### src/rtl/flash_lut_pkg.sv
package flash_lut_pkg;

    // Host write target selector
    typedef enum logic {
        WR_TABLE = 1'b0,
        WR_MASK  = 1'b1
    } wr_tgt_e;

endpackage

### src/rtl/flash_xing_detect.sv
// Finds the 1-to-0 transition among enabled comparators and returns a
// one-hot vector holding only the lowest qualifying point.
module flash_xing_detect #(
    parameter int N_CMP = 16
) (
    input  logic [N_CMP-1:0] cmp_i,
    input  logic [N_CMP-1:0] en_i,
    output logic [N_CMP-1:0] onehot_o
);

    logic [N_CMP-1:0] above_d;   // value of the nearest enabled comparator above i
    logic [N_CMP-1:0] hit_d;

    always_comb begin
        logic carry;
        carry   = 1'b0;          // nothing enabled above the top reads as 0
        above_d = '0;
        for (int i = N_CMP - 1; i >= 0; i--) begin
            above_d[i] = carry;
            if (en_i[i]) begin
                carry = cmp_i[i];
            end
        end
    end

    always_comb begin
        hit_d    = en_i & cmp_i & ~above_d;
        // keep the lowest qualifying transition only
        onehot_o = hit_d & (~hit_d + {{(N_CMP-1){1'b0}}, 1'b1});
    end

endmodule

### src/rtl/flash_onehot_enc.sv
// OR-tree encoder from a one-hot line vector to a binary index.
module flash_onehot_enc #(
    parameter int N_CMP = 16,
    parameter int IDX_W = $clog2(N_CMP)
) (
    input  logic [N_CMP-1:0] onehot_i,
    output logic [IDX_W-1:0] idx_o,
    output logic             any_o
);

    for (genvar b = 0; b < IDX_W; b++) begin : g_bit
        always_comb begin
            logic acc;
            acc = 1'b0;
            for (int i = 0; i < N_CMP; i++) begin
                if (((i >> b) & 1) == 1) begin
                    acc = acc | onehot_i[i];
                end
            end
            idx_o[b] = acc;
        end
    end

    assign any_o = |onehot_i;

endmodule

### src/rtl/flash_code_lut.sv
// Writable per-comparator code table with an asynchronous read port.
module flash_code_lut #(
    parameter int N_CMP  = 16,
    parameter int CODE_W = 8,
    parameter int IDX_W  = $clog2(N_CMP)
) (
    input  logic              clk_i,
    input  logic              rst_ni,
    input  logic              we_i,
    input  logic [IDX_W-1:0]  waddr_i,
    input  logic [CODE_W-1:0] wdata_i,
    input  logic [IDX_W-1:0]  raddr_i,
    output logic [CODE_W-1:0] rdata_o
);

    typedef logic [CODE_W-1:0] entry_t;

    entry_t tbl_d [N_CMP];
    entry_t tbl_q [N_CMP];

    always_comb begin
        tbl_d = tbl_q;
        if (we_i && (int'(waddr_i) < N_CMP)) begin
            tbl_d[waddr_i] = wdata_i;
        end
    end

    always_ff @(posedge clk_i or negedge rst_ni) begin
        if (!rst_ni) begin
            for (int i = 0; i < N_CMP; i++) begin
                tbl_q[i] <= '0;
            end
        end else begin
            tbl_q <= tbl_d;
        end
    end

    assign rdata_o = (int'(raddr_i) < N_CMP) ? tbl_q[raddr_i] : '0;

endmodule

### src/rtl/flash_lut_enc.sv
module flash_lut_enc #(
    parameter int N_CMP  = 16,
    parameter int CODE_W = 8,
    localparam int IDX_W = $clog2(N_CMP)
) (
    input  logic              clk_i,
    input  logic              rst_ni,
    input  logic [N_CMP-1:0]  cmp_i,
    input  logic              smp_vld_i,
    input  logic              wr_en_i,
    input  logic              wr_tgt_i,
    input  logic [IDX_W-1:0]  wr_addr_i,
    input  logic [CODE_W-1:0] wr_data_i,
    output logic [N_CMP-1:0]  pwr_dn_o,
    output logic [CODE_W-1:0] code_o,
    output logic              code_vld_o
);

    import flash_lut_pkg::*;

    typedef struct packed {
        logic [N_CMP-1:0]  mask;
        logic              s1_vld;
        logic              s1_hit;
        logic [IDX_W-1:0]  s1_idx;
        logic              out_vld;
        logic [CODE_W-1:0] code;
    } state_t;

    state_t st_d, st_q;

    logic [N_CMP-1:0]  onehot_w;
    logic [IDX_W-1:0]  idx_w;
    logic              any_w;
    logic [CODE_W-1:0] lut_rd_w;
    logic              busy_w;
    logic              wr_ok_w;
    logic              lut_we_w;
    logic              s1_vld_w;
    logic              s1_hit_w;

    flash_xing_detect #(.N_CMP(N_CMP)) u_xing (
        .cmp_i    (cmp_i),
        .en_i     (st_q.mask),
        .onehot_o (onehot_w)
    );

    flash_onehot_enc #(.N_CMP(N_CMP), .IDX_W(IDX_W)) u_enc (
        .onehot_i (onehot_w),
        .idx_o    (idx_w),
        .any_o    (any_w)
    );

    flash_code_lut #(.N_CMP(N_CMP), .CODE_W(CODE_W), .IDX_W(IDX_W)) u_lut (
        .clk_i   (clk_i),
        .rst_ni  (rst_ni),
        .we_i    (lut_we_w),
        .waddr_i (wr_addr_i),
        .wdata_i (wr_data_i),
        .raddr_i (st_q.s1_idx),
        .rdata_o (lut_rd_w)
    );

    // a conversion is in flight from the strobe cycle until the table read
    assign busy_w   = smp_vld_i | st_q.s1_vld;
    assign wr_ok_w  = wr_en_i & ~busy_w;
    assign lut_we_w = wr_ok_w & (wr_tgt_e'(wr_tgt_i) == WR_TABLE);

    always_comb begin
        st_d = st_q;

        if (wr_ok_w && (wr_tgt_e'(wr_tgt_i) == WR_MASK) && (int'(wr_addr_i) < N_CMP)) begin
            st_d.mask[wr_addr_i] = wr_data_i[0];
        end

        // stage 1: transition index
        st_d.s1_vld = smp_vld_i;
        if (smp_vld_i) begin
            st_d.s1_hit = any_w;
            st_d.s1_idx = idx_w;
        end

        // stage 2: remapped code
        st_d.out_vld = st_q.s1_vld;
        if (st_q.s1_vld) begin
            st_d.code = st_q.s1_hit ? lut_rd_w : '0;
        end
    end

    always_ff @(posedge clk_i or negedge rst_ni) begin
        if (!rst_ni) begin
            st_q      <= '0;
            st_q.mask <= '1;
        end else begin
            st_q <= st_d;
        end
    end

    assign pwr_dn_o   = ~st_q.mask;
    assign code_o     = st_q.code;
    assign code_vld_o = st_q.out_vld;
    assign s1_vld_w   = st_q.s1_vld;
    assign s1_hit_w   = st_q.s1_hit;

endmodule

### config.mk
export PLATFORM = sky130hd
export DESIGN_NAME = flash_lut_enc
export DESIGN_NICKNAME = d
export VERILOG_FILES = /design/src/rtl/flash_lut_pkg.sv /design/src/rtl/flash_xing_detect.sv /design/src/rtl/flash_onehot_enc.sv /design/src/rtl/flash_code_lut.sv /design/src/rtl/flash_lut_enc.sv
export SDC_FILE = /design/constraint.sdc
export NUM_CORES = 1
export LEC_CHECK = 0
export BUFFER_PORTS_ARGS = -buffer_cell sky130_fd_sc_hd__buf_2
export CORE_MARGIN = 3
export CORE_UTILIZATION = 45
export CTS_BUF_LIST = sky130_fd_sc_hd__clkbuf_2 sky130_fd_sc_hd__clkbuf_4 sky130_fd_sc_hd__clkbuf_8
export CTS_CLUSTER_DIAMETER = 120
export DETAILED_ROUTE_END_ITERATION = 8
export SLEW_MARGIN = 5
export SYNTH_ARGS = -nofsm -noshare
export SYNTH_HDL_FRONTEND = slang
export SYNTH_SLANG_ARGS = --single-unit
### constraint.sdc
create_clock -name clk_i -period 2.2 [get_ports clk_i]
set_input_delay 0.33 -clock clk_i [delete_from_list [all_inputs] [get_ports clk_i]]
set_output_delay 0.33 -clock clk_i [all_outputs]
set_load 0.05 [all_outputs]
# Yosys cells after proc, flatten, opt, wreduce, memory -nomap -nowiden

Index checks and enable logic that the tools add are counted.

Register bits: 159
Memories: 0
Bits in writable memories: 0
Memory bits (read-only): 0
Input bits: 33
Latch bits: 0
Output and inout port bits: 25
Word-level logic and storage cells: 98

Div/mod/pow operators: 0
Multipliers: 0
Shift-type cells: 0
Mux-type cells: 25
$lt $le $gt $ge: 5
Bitwise operators: 41
Eq/ne operators: 0
Add/subtract/negate cells: 1
Reduce and logical (&&, ||, !) cells: 4

Operators by type and width:

| kind                                                                   | number |
|---|---|
| 128-bit bitwise mux                                                    | 1 |
| 16-bit AND                                                             | 3 |
| 8-bit binary-select mux with 4-bit select                              | 1 |
| 8-bit demux with 4-bit select                                          | 1 |
| 8-bit 2-to-1 mux                                                       | 4 |
| 16-bit inverter                                                        | 2 |
| 1-bit bitwise OR                                                       | 29 |
| 16-bit by 1-bit adder with 16-bit output (second input constant)       | 1 |
| 16-bit bitwise mux                                                     | 1 |
| 1-bit 2-to-1 mux                                                       | 16 |
| 15-bit inverter with 16-bit output                                     | 1 |
| 16-bit OR reduction                                                    | 1 |
| 5-bit >= comparator (second input constant)                            | 2 |
| 4-bit inverter with 5-bit output                                       | 2 |
| 4-bit by 5-bit < comparator with 1-bit output (second input constant)  | 1 |
| 5-bit by 1-bit < comparator with 1-bit output (second input constant)  | 1 |
| 1-bit demux with 4-bit select                                          | 1 |
| 4-bit by 1-bit >= comparator with 1-bit output (second input constant) | 1 |
| 1-bit logical AND                                                      | 3 |
| 1-bit AND                                                              | 2 |
| 1-bit inverter                                                         | 2 |

# Logic depth before layout (Yosys ltp)

Gate-level depths: netlist (run 1).

Word-level depth: 27
Mapped depth: 9
Depth with buffers taken out: 8

# Cells and area by module

A second synthesis (run 1) with hierarchy kept.

Cell total of the unflattened synthesis: 621
Area total of the unflattened synthesis: 8227.9 um^2

Modules (own cells, without submodules):

| module            | cells each | area an instance (um^2) | times used |
|---|---|---|---|
| flash_code_lut    | 365        | 5915.7                  | 1 |
| flash_lut_enc     | 134        | 1485.2                  | 1 |
| flash_xing_detect | 105        | 719.4                   | 1 |
| flash_onehot_enc  | 17         | 107.6                   | 1 |

# Worst setup path before layout (run 1)

Ideal clock, no wire load.

Kind: register -> register
Start point: reg st_q[22] (netlist name)
End point: reg st_q (netlist bit s1_hit_w)
Path slack: -0.286 ns
Arrival time: 2.360 ns
Stages on the path, launching flop included: 10
Path through: dfstp_2 clkbuf_1 inv_1 nand3_1 or4_4 o21ai_4 a21oi_2 nor3_2 nand2_1 o32a_1

Cells in the longest elaborated chain, start to end: 13
Elaborated cells between the ends (all ways): 14
Those cells by class: 1 x add/sub; 7 x mux; 5 x bitwise; 1 x reduce/logical

Ends and longest elaborated chain:

| what                                     | RTL line                | text |
|---|---|---|
| start: declaration                       | flash_lut_enc.sv:30     | `state_t st_d, st_q;` |
| start signal: assignment                 | flash_lut_enc.sv:95     | `st_q <= st_d;` |
| 1-bit 2-to-1 mux (7 in a row)            | flash_xing_detect.sv:20 | `if (en_i[i]) begin` |
| 15-bit inverter with 16-bit output       | flash_xing_detect.sv:27 | `hit_d = en_i & cmp_i & ~above_d;` |
| 16-bit AND (*)                           | flash_xing_detect.sv:27 |  |
| 16-bit inverter                          | flash_xing_detect.sv:29 | `onehot_o = hit_d & (~hit_d + {{(N_CMP-1){1'b0}}, 1'b1});` |
| 16-bit by 1-bit adder with 16-bit output | flash_xing_detect.sv:29 |  |
| 16-bit AND (*)                           | flash_xing_detect.sv:29 |  |
| 16-bit OR reduction (*)                  | flash_onehot_enc.sv:24  | `assign any_o = \|onehot_i;` |

Every way passes the cells marked *; elsewhere a longest branch is shown, timed or not.
A chain may end at the register's enable or synchronous reset.

# Final worst setup path (run 1)

Start point: reg st_q[25] (netlist name)
End point: reg st_q[11] (netlist name)

Cells in the longest elaborated chain, start to end: 22
Elaborated cells between the ends (all ways): 23
Those cells by class: 1 x add/sub; 10 x mux; 12 x bitwise

Ends and longest elaborated chain:

| what                                     | RTL line                | text |
|---|---|---|
| 1-bit 2-to-1 mux (10 in a row)           | flash_xing_detect.sv:20 |  |
| 15-bit inverter with 16-bit output       | flash_xing_detect.sv:27 |  |
| 16-bit AND (*)                           | flash_xing_detect.sv:27 |  |
| 16-bit inverter                          | flash_xing_detect.sv:29 |  |
| 16-bit by 1-bit adder with 16-bit output | flash_xing_detect.sv:29 |  |
| 16-bit AND (*)                           | flash_xing_detect.sv:29 |  |
| 1-bit bitwise OR (6 in a row)            | flash_onehot_enc.sv:17  | `acc = acc \| onehot_i[i];` |
| 1-bit bitwise OR (*)                     | flash_onehot_enc.sv:17  |  |

Marks and branches as above.

==> flow_summary.toml, run 1 <==
[run_status]
outcome = "finished with violations"
violations = "setup timing"

[placement]
hpwlAfterDp_um = 13000
place_congestion = 0.907
place_inst = 888
portBuffers = 57
placed_area_um2 = 8730

[logic_synthesis]
synthCells = 599
yosysTopAreaCell = "dfrtp_1"
synth_flop_cell = "dfrtp_1"
synth_top_cells_by_area = "dfrtp_1, mux2_2, mux4_2, dfstp_2, nand2_1"
syn_area_per_cell_um2 = 13.2
synth_common_cells = "dfrtp_1, mux2_2, nand2_1"
ys.warnings.count = 0
yosysSeqAreaShare_pct = 50.7
syn_area_um2 = 7880
synthDistinctLibCells = 52
post-synth-top-area-fraction_pct = 45.4
synth-seq-cells = 159
synth-edff-count = 0
synth_most_common_cell = "dfrtp_1"
async_flop_share_pct = 100
syn_nets = 632

[finish]
layout-drive-gt1-share_pct = 52.8
nFillCells = 1424
final_cells = 928
fin_nets = 728
finalInstanceArea_um2 = 9260
layout.area.seq_um2 = 4000
syn2layout_area_growth_pct = 17.5
antenna_cells = 0
multi_input_area_um2 = 3670

[setup_path]
startpoint_type = "flop"
crit_family = "simple AND/OR/NAND/NOR gates"
crit_required_ns = 2.59
crit_buf_inv = 0
cp_cell_sequence = "nor3b_2 -> o31a_1 -> or4_4 -> o21ai_4 -> a21oi_2 -> or3_4 -> a31oi_1 -> mux2_2"
crit_type = "reg -> reg"
crit_slowest_cell = "dfstp_2"
cp_max_fo = 4
end_kind = "flop"
slowest_delay_ns = 0.58
crit_arrival_ns = 2.81

[timing]
rsz0062_at_grt = "true"
max_clock_freq_ghz = 0.412
setup_viol = 5
worst_pin_slew_ns = 0.671
hold_viol = 0
slew_headroom_pct = 55.3
maxSlewViolCount = 0
finClkSkew_ns = 0.0113
fin_crit_sh_pct = 110
post-route-min-period_ns = 2.43
setup_ws_ns = -0.227

[power_and_ir_drop]
power.density_nw_per_um2 = 815
vdd_drop_max_uv = 441
finalPower_mw = 7.55
leakagePower_nw = 4.29

[floorplanning]
row_count = 47
die_h_um = 138
die_area_um2 = 19100
fp.dieW_um = 138
io_pins = 58
start_util_pct = 46.7
core_area_um2 = 16900

[drt]
wl_per_cell_um = 20.0
first_pass_iters = 4
drt_iter0_drc = 276
ant_nets = 0
postRouteWirelength_um = 18600
vias_per_cell = 5.73
drc = 0
vias = 5317

[clocking]
clkSlewWorstSetupHoldPaths_ns = 0.09
clock_latency_ns = 0.45
cts.sinks = 159
root_buffer = "clkbuf_8"
cts_buffer_depth = 2
cts_max_level = 4
cts_buffers = 17
cts_tree = "done"

[grt]
grt_pass1_vias = 5553
overflow = 0
antenna_found_initial = 0
grt_pass1_wl_um = 30300
gr-usage-all-layers_pct = 20.0
grt_max_degree = 53

[min_path]
hold_path.class = "in -> reg"

[run]
max_cap_violations = 0
[cells by family (layout without fill, tap and decap cells)]
family,Yosys count,count (layout),share of synthesized area (%)
AND/OR/NAND/NOR,123,123,7.62
multiplexers,182,182,31.7
AO/OA/AOI/OAI,71,71,6.40
flip-flops,159,159,50.7
buffers and inverters,64,173,3.52
[final timing paths]
check | startpoint | to | slack (ns) | cells after the start
max in group asynchronous | rst_ni | st_q[22]$_DFFE_PN1P_ | 1.16 | 3
max | st_q[25]$_DFFE_PN1P_ | st_q[11]$_DFFE_PN0P_ | -0.23 | 8
min | smp_vld_i | s1_vld_w$_DFF_PN0_ | 0.20 | 2
min reg2reg | u_lut.tbl_q[11]$_DFFE_PN0P_ | u_lut.tbl_q[11]$_DFFE_PN0P_ | 0.51 | 1
max reg2reg | st_q[25]$_DFFE_PN1P_ | st_q[11]$_DFFE_PN0P_ | -0.23 | 8
min in group asynchronous | rst_ni | u_lut.tbl_q[42]$_DFFE_PN0P_ | 0.35 | 2
[repair_timing]
item,4_1_cts,5_1_grt
pin swaps,8,9
gates resized for setup,4,9
hold buffers,1,0
endpoints found under the setup margin,5,29
setup buffers,4,4
endpoints found under the hold margin,37,0
[power breakdown]
part | switching (mW) | total (mW) | internal, mW
Clock | 1.18 | 2.23 | 1.05
Sequential | 0.228 | 3.45 | 3.22
Combinational | 0.979 | 1.87 | 0.891
Total | 2.38 | 7.55 | 5.17
[metrics by stage]
stage	hold slack, ns	worst slack [ns]	utilization, %	setup TNS (ns)
after global placement	0.261	-0.183	51.7	-0.693
after CTS	0.174	-0.224	54.5	-0.858
after detailed placement	0.269	-0.271	51.7	-1.08
after floorplan	0.0344	-0.219	-	-0.764
final	0.198	-0.227	54.9	-0.950
after global routing	0.191	-0.360	54.9	-1.55
[sequential cells by signal, indices dropped and copies added, names as in the netlist]
signal       count
s1_vld_w         1
st_q            20
code_vld_o       1
code_o           8
s1_hit_w         1
u_lut.tbl_q    128
[layout by cell type, fill, tap and decap left out, types with 6 or more instances in the layout]
cell type / count
nor2b_1: 6
dfrtp_1: 142
nor2_1: 19
buf_4: 51
dfstp_2: 16
nand2_1: 46
o21ai_0: 20
nand2b_1: 6
clkbuf_8: 17
inv_1: 23
nand3_1: 18
a21oi_1: 6
a31oi_1: 7
mux2_2: 142
mux4_2: 40
buf_2: 56
[final cells by class]
cell class	instances	area share (%)
clock inverters	15	1.92
well taps	220	2.97
multi-input cells	376	39.6
clock buffers	17	2.53
repair buffers	115	8.59
flip-flops and latches	159	43.2
inverters	26	1.18
[layer usage]
| metal | global-route usage, % | up-vias | share of wire [%] |
|---|---|---|---|
| li1 | - | 2384 | - |
| met1 | 29.2 | 2784 | 48 |
| met2 | 31.4 | 121 | 47 |
| met3 | 3.11 | 28 | 3.7 |
| met4 | 5.72 | 0 | 1.7 |
| met5 | 0 | - | 0 |
Note: power is estimated with default switching activity, not from simulation.
==> run 2: changes to the inputs <==
RECOVER_POWER = 25   (was unset)
==> run 2 against run 1 <==
The run still ends with setup timing left. Utilization fell by 0.18 points. Via count rose by 0.19%. Final cell count did not move. Fmax barely moved. Count of clock-buffer cells in the layout did not move. Power barely moved. Hold slack improved by 0.14 ns. Clock power barely moved. Critical path type unchanged. Largest cell class unchanged. Largest power group unchanged.
==> flow_summary.toml, run 2 (synthesized netlist as in run 1, its figures left out) <==
[placement]
place_inst = 888
place_congestion = 0.907
hpwlAfterDp_um = 13000
portBuffers = 57

[run_status]
violations = "setup timing"
outcome = "finished with violations"

[timing]
setup_ws_ns = -0.226
maxSlewViolCount = 0
rsz0062_at_grt = "true"
hold_viol = 0
fin_crit_sh_pct = 110
setup_viol = 5
slew_headroom_pct = 30.1
post-route-min-period_ns = 2.43
max_clock_freq_ghz = 0.412
finClkSkew_ns = 0.00920
fin_hold_ws_ns = 0.339
worst_pin_slew_ns = 1.05

[drt]
drt_iter0_drc = 273
drc = 0
first_pass_iters = 4
vias_per_cell = 5.74
vias = 5327
postRouteWirelength_um = 18600
wl_per_cell_um = 20.1
ant_nets = 0

[finish]
antenna_cells = 0
final_cells = 928
largest_register_ffs = 128
fin_nets = 728
syn2layout_area_growth_pct = 17.2
final_cell_mix = "mux2_2, dfrtp_1, buf_2"
nFillCells = 1430
layout-drive-gt1-share_pct = 52.4
top_register = "u_lut.tbl_q"

[setup_path]
reg2reg_from = "st_q[25]$_DFFE_PN1P_"
crit_type = "reg -> reg"
startpoint_type = "flop"
end_kind = "flop"
crit_arrival_ns = 2.82
cp_max_fo = 4
r2r_cells = 8
r2r_end = "st_q[11]$_DFFE_PN0P_"
regToRegSetupSlack_ns = -0.23
crit_required_ns = 2.59

[grt]
grt_max_degree = 53
grt.met3_usage_pct = 3.11
grt-busiest-layer = "met2"
use_met2_pct = 31.4
met1_usage_pct = 29.2
grt_pass1_wl_um = 30300
grt_pass1_vias = 5553
gr-usage-all-layers_pct = 20.0
antenna_found_initial = 0
overflow = 0

[clocking]
cts_tree = "done"
clkSlewWorstSetupHoldPaths_ns = 0.09
cts_buffer_depth = 2
clock_latency_ns = 0.45
cts_max_level = 4
root_buffer = "clkbuf_8"
cts_buffers = 17
cts.sinks = 159

[run]
max_cap_violations = 0

[floorplanning]
die_h_um = 138
io_pins = 58
start_util_pct = 46.7
die_area_um2 = 19100
core_area_um2 = 16900
fp.dieW_um = 138
row_count = 47

[min_path]
hold_path.class = "in -> reg"
min_from = "wr_addr_i[3]"
hold_depth = 3
holdPathEnd = "st_q[28]$_DFFE_PN1P_"

[power_and_ir_drop]
leakagePower_nw = 4.28
p_comb_share_pct = 24.7
p_int_mw = 5.16
power.density_nw_per_um2 = 818
power_frac_clock_pct = 29.6
netSwitchingFraction_pct = 31.7
p_seq_share_pct = 45.7
vdd_drop_max_uv = 447
netSwitchingPower_mw = 2.39
finalPower_mw = 7.55
[run 2: cell count changes in the layout (fill, tap and decap cells not counted), sizes merged]
| cell | before | now |
|---|---|---|
| buf | 114 | 109 |
| clkbuf | 17 | 22 |
[run 2: power groups by stage]
stage               Clock (mW)  Sequential, mW  Combinational (mW)
detailed placement           0            3.51                1.82
floorplan                    0            3.38                1.36
global placement             0            3.49                1.79
global route              2.43            3.49                2.00
finish                    2.23            3.45                1.87
CTS                       2.30            3.45                1.84
[run 2: metal layers]
layer / share of wire, % / wire length [um]
met2: 47 / 8770
met3: 3.1 / 569
met5: 0 / 0
met4: 1.5 / 285
met1: 48 / 9010
[run 2: final cells by class]
cell class / count / area, um2 / area share [%]
Clock inverter: 15 / 178 / 1.92
Inverter: 26 / 109 / 1.18
Tap cell: 220 / 275 / 2.98
Clock buffer: 17 / 234 / 2.53
Sequential cell: 159 / 4000 / 43.3
Multi-Input combinational cell: 376 / 3670 / 39.8
Timing Repair Buffer: 115 / 766 / 8.29
[run 2: critical path, stage by stage, from the launching register on]
cell and delay, ns:
dfstp_2 0.58, nor3b_2 0.05, o31a_1 0.27, or4_4 0.51, o21ai_4 0.21, a21oi_2 0.06
or3_4 0.38, a31oi_1 0.13, mux2_2 0.16
[run 2: repair_timing]
item / in CTS / in global routing
pin swaps: 8 / 9
setup endpoints to repair: 5 / 29
gates resized for setup: 4 / 9
buffers inserted: 4 / 4
cloned: 0 / 0
hold endpoints to repair: 37 / 0
hold buffers: 1 / 0
[run 2: worst max-delay path by stage]
stage,start,slack [ns],end,cells past startpoint
2_1_floorplan,st_q[25]$_DFFE_PN1P_,-0.22,st_q[10]$_DFFE_PN0P_,8
3_3_place_gp,st_q[25]$_DFFE_PN1P_,-0.18,st_q[10]$_DFFE_PN0P_,7
3_5_place_dp,st_q[25]$_DFFE_PN1P_,-0.27,st_q[10]$_DFFE_PN0P_,7
4_1_cts,st_q[25]$_DFFE_PN1P_,-0.22,st_q[11]$_DFFE_PN0P_,8
5_1_grt,st_q[29]$_DFFE_PN1P_,-0.36,s1_hit_w$_DFFE_PN0P_,9
6_report,st_q[25]$_DFFE_PN1P_,-0.23,st_q[11]$_DFFE_PN0P_,8
[run 2: through the flow]
step           util (%)  setup WS (ns)  area [um2]  setup TNS [ns]
2_1_floorplan         -         -0.219        7910          -0.764
3_3_place_gp       51.7         -0.183        8730          -0.693
3_5_place_dp       51.7         -0.271        8730           -1.08
4_1_cts            54.5         -0.224        9190          -0.858
5_1_grt            54.7         -0.360        9230           -1.56
6_report           54.7         -0.226        9230          -0.987
==> run 3: changes to the inputs <==
CORE_UTILIZATION = 57   (was 45)
PLACE_DENSITY = 0.79   (was unset)
SETUP_SLACK_MARGIN = 0.1   (was unset)
SLEW_MARGIN = 15   (was 5)
==> run 3 against run 2 <==
The flow still finishes with violations (setup timing). Hold slack lost 0.16 ns. Power grew 4.0%. Setup slack lost 0.015 ns. Register-to-register slack is essentially flat. Global-route usage grew 5.9 points. First-iteration DRC count grew 100%. Clock skew grew 0.0029 ns.
==> flow_summary.toml, run 3 (synthesized netlist as in run 1, its figures left out) <==
[finish]
fin_nets = 726
nFillCells = 894
top_register = "u_lut.tbl_q"
layout.area.seq_um2 = 4000
layout-drive-gt1-share_pct = 52.7
multi_input_area_um2 = 3680
finalInstanceArea_um2 = 9270
final_cell_mix = "dfrtp_1, mux2_2, buf_2"
antenna_cells = 0
syn2layout_area_growth_pct = 17.7
largest_register_ffs = 128
mostFrequentLayoutCell = "dfrtp_1"

[clocking]
cts_max_level = 4
cts_buffers = 17
clkSlewWorstSetupHoldPaths_ns = 0.09
cts.sinks = 159
cts_buffer_depth = 2
root_buffer = "clkbuf_8"
clock_latency_ns = 0.46
cts_tree = "done"

[drt]
postRouteWirelength_um = 19600
ant_nets = 0
first_pass_iters = 5
wl_per_cell_um = 22.3
drt_iter0_drc = 546
vias = 5529
drc = 0
vias_per_cell = 6.27

[setup_path]
end_kind = "flop"
startpoint_type = "flop"
cp_max_fo = 4
crit_type = "reg -> reg"
crit_required_ns = 2.55
crit_arrival_ns = 2.79

[timing]
max_clock_freq_ghz = 0.410
setup_viol = 5
setup_ws_ns = -0.241
worst_pin_slew_ns = 1.14
maxSlewViolCount = 0
rsz0062_at_grt = "true"
hold_viol = 0
slew_headroom_pct = 24.2
fin_crit_sh_pct = 111
post-route-min-period_ns = 2.44
finClkSkew_ns = 0.0121

[grt]
gr-usage-all-layers_pct = 25.9
grt_pass1_vias = 5601
overflow = 0
antenna_found_initial = 0
grt_pass1_wl_um = 29500
grt_max_degree = 55

[floorplanning]
fp.dieW_um = 124
die_area_um2 = 15300
io_pins = 58
start_util_pct = 58.8
die_h_um = 124
row_count = 42
core_area_um2 = 13400

[power_and_ir_drop]
vdd_drop_max_uv = 507
finalPower_mw = 7.85
leakagePower_nw = 4.31
power.density_nw_per_um2 = 847

[placement]
hpwlAfterDp_um = 12700
placed_area_um2 = 8650
portBuffers = 57
place_congestion = 0.964

[min_path]
hold_path.class = "in -> reg"

[run_status]
violations = "setup timing"
outcome = "finished with violations"

[run]
max_cap_violations = 0
run 3: final cells by class:
class	count	area share [%]
multi-input cells	376	39.7
flip-flops and latches	159	43.1
repair buffers	113	8.89
clock inverters	9	1.71
inverters	26	1.17
clock buffers	23	3.01
well taps	176	2.37
run 3: path summary, 6_finish.rpt:
kind / from / end / slack, ns / cells past startpoint
min in group asynchronous: rst_ni / code_o[6]$_DFFE_PN0P_ / 0.61 / 2
max in group asynchronous: rst_ni / u_lut.tbl_q[8]$_DFFE_PN0P_ / 0.29 / 3
hold reg to reg: u_lut.tbl_q[36]$_DFFE_PN0P_ / u_lut.tbl_q[36]$_DFFE_PN0P_ / 0.51 / 1
hold / removal: smp_vld_i / s1_vld_w$_DFF_PN0_ / 0.18 / 2
setup / recovery: st_q[25]$_DFFE_PN1P_ / s1_hit_w$_DFFE_PN0P_ / -0.24 / 8
setup reg to reg: st_q[25]$_DFFE_PN1P_ / s1_hit_w$_DFFE_PN0P_ / -0.24 / 8
run 3: stage by stage:
| stage | instances | setup slack (ns) | hold WS (ns) | TNS [ns] | utilization [%] |
|---|---|---|---|---|---|
| after floorplan | 599 | -0.219 | 0.0344 | -0.764 | - |
| after global placement | 842 | -0.174 | 0.273 | -0.612 | 64.5 |
| after detailed placement | 842 | -0.244 | 0.283 | -0.956 | 64.5 |
| after CTS | 879 | -0.194 | 0.166 | -0.811 | 68.5 |
| after global routing | 882 | -0.328 | 0.176 | -1.49 | 69.2 |
| final | 882 | -0.241 | 0.182 | -1.02 | 69.2 |
run 3: power breakdown:
group	switching, mW	internal (mW)	leakage [nW]
Sequential	0.237	3.22	2.10
Combinational	1.04	0.970	1.99
Clock	1.07	1.32	0.223
Total	2.34	5.51	4.31
run 3: worst max-delay path: stages (launching register included):
cell     delay (ns)
dfstp_2        0.57
nor3b_2        0.05
o31a_1         0.26
or4_4          0.51
o21ai_4        0.19
a21oi_2        0.07
nor3_2         0.23
nand2_1        0.11
o32a_1         0.34
run 3: what timing repair did:
item | 4_1_cts | 5_1_grt
endpoints found under the setup margin | 30 | 18
hold endpoints to repair | 41 | 0
pin swaps | 13 | 7
hold buffers | 1 | 0
gates resized for setup | 10 | 13
buffers inserted | 3 | 2
gates cloned | 1 | 1
run 3: per-layer routing:
layer  wire [um]  vias up  global-route usage [%]
met4         416        0                    8.79
met2        9750      253                    41.3
met3        1460       56                    6.49
met5           0        -                       0
li1            -     2396                       -
met1        8000     2824                    35.0
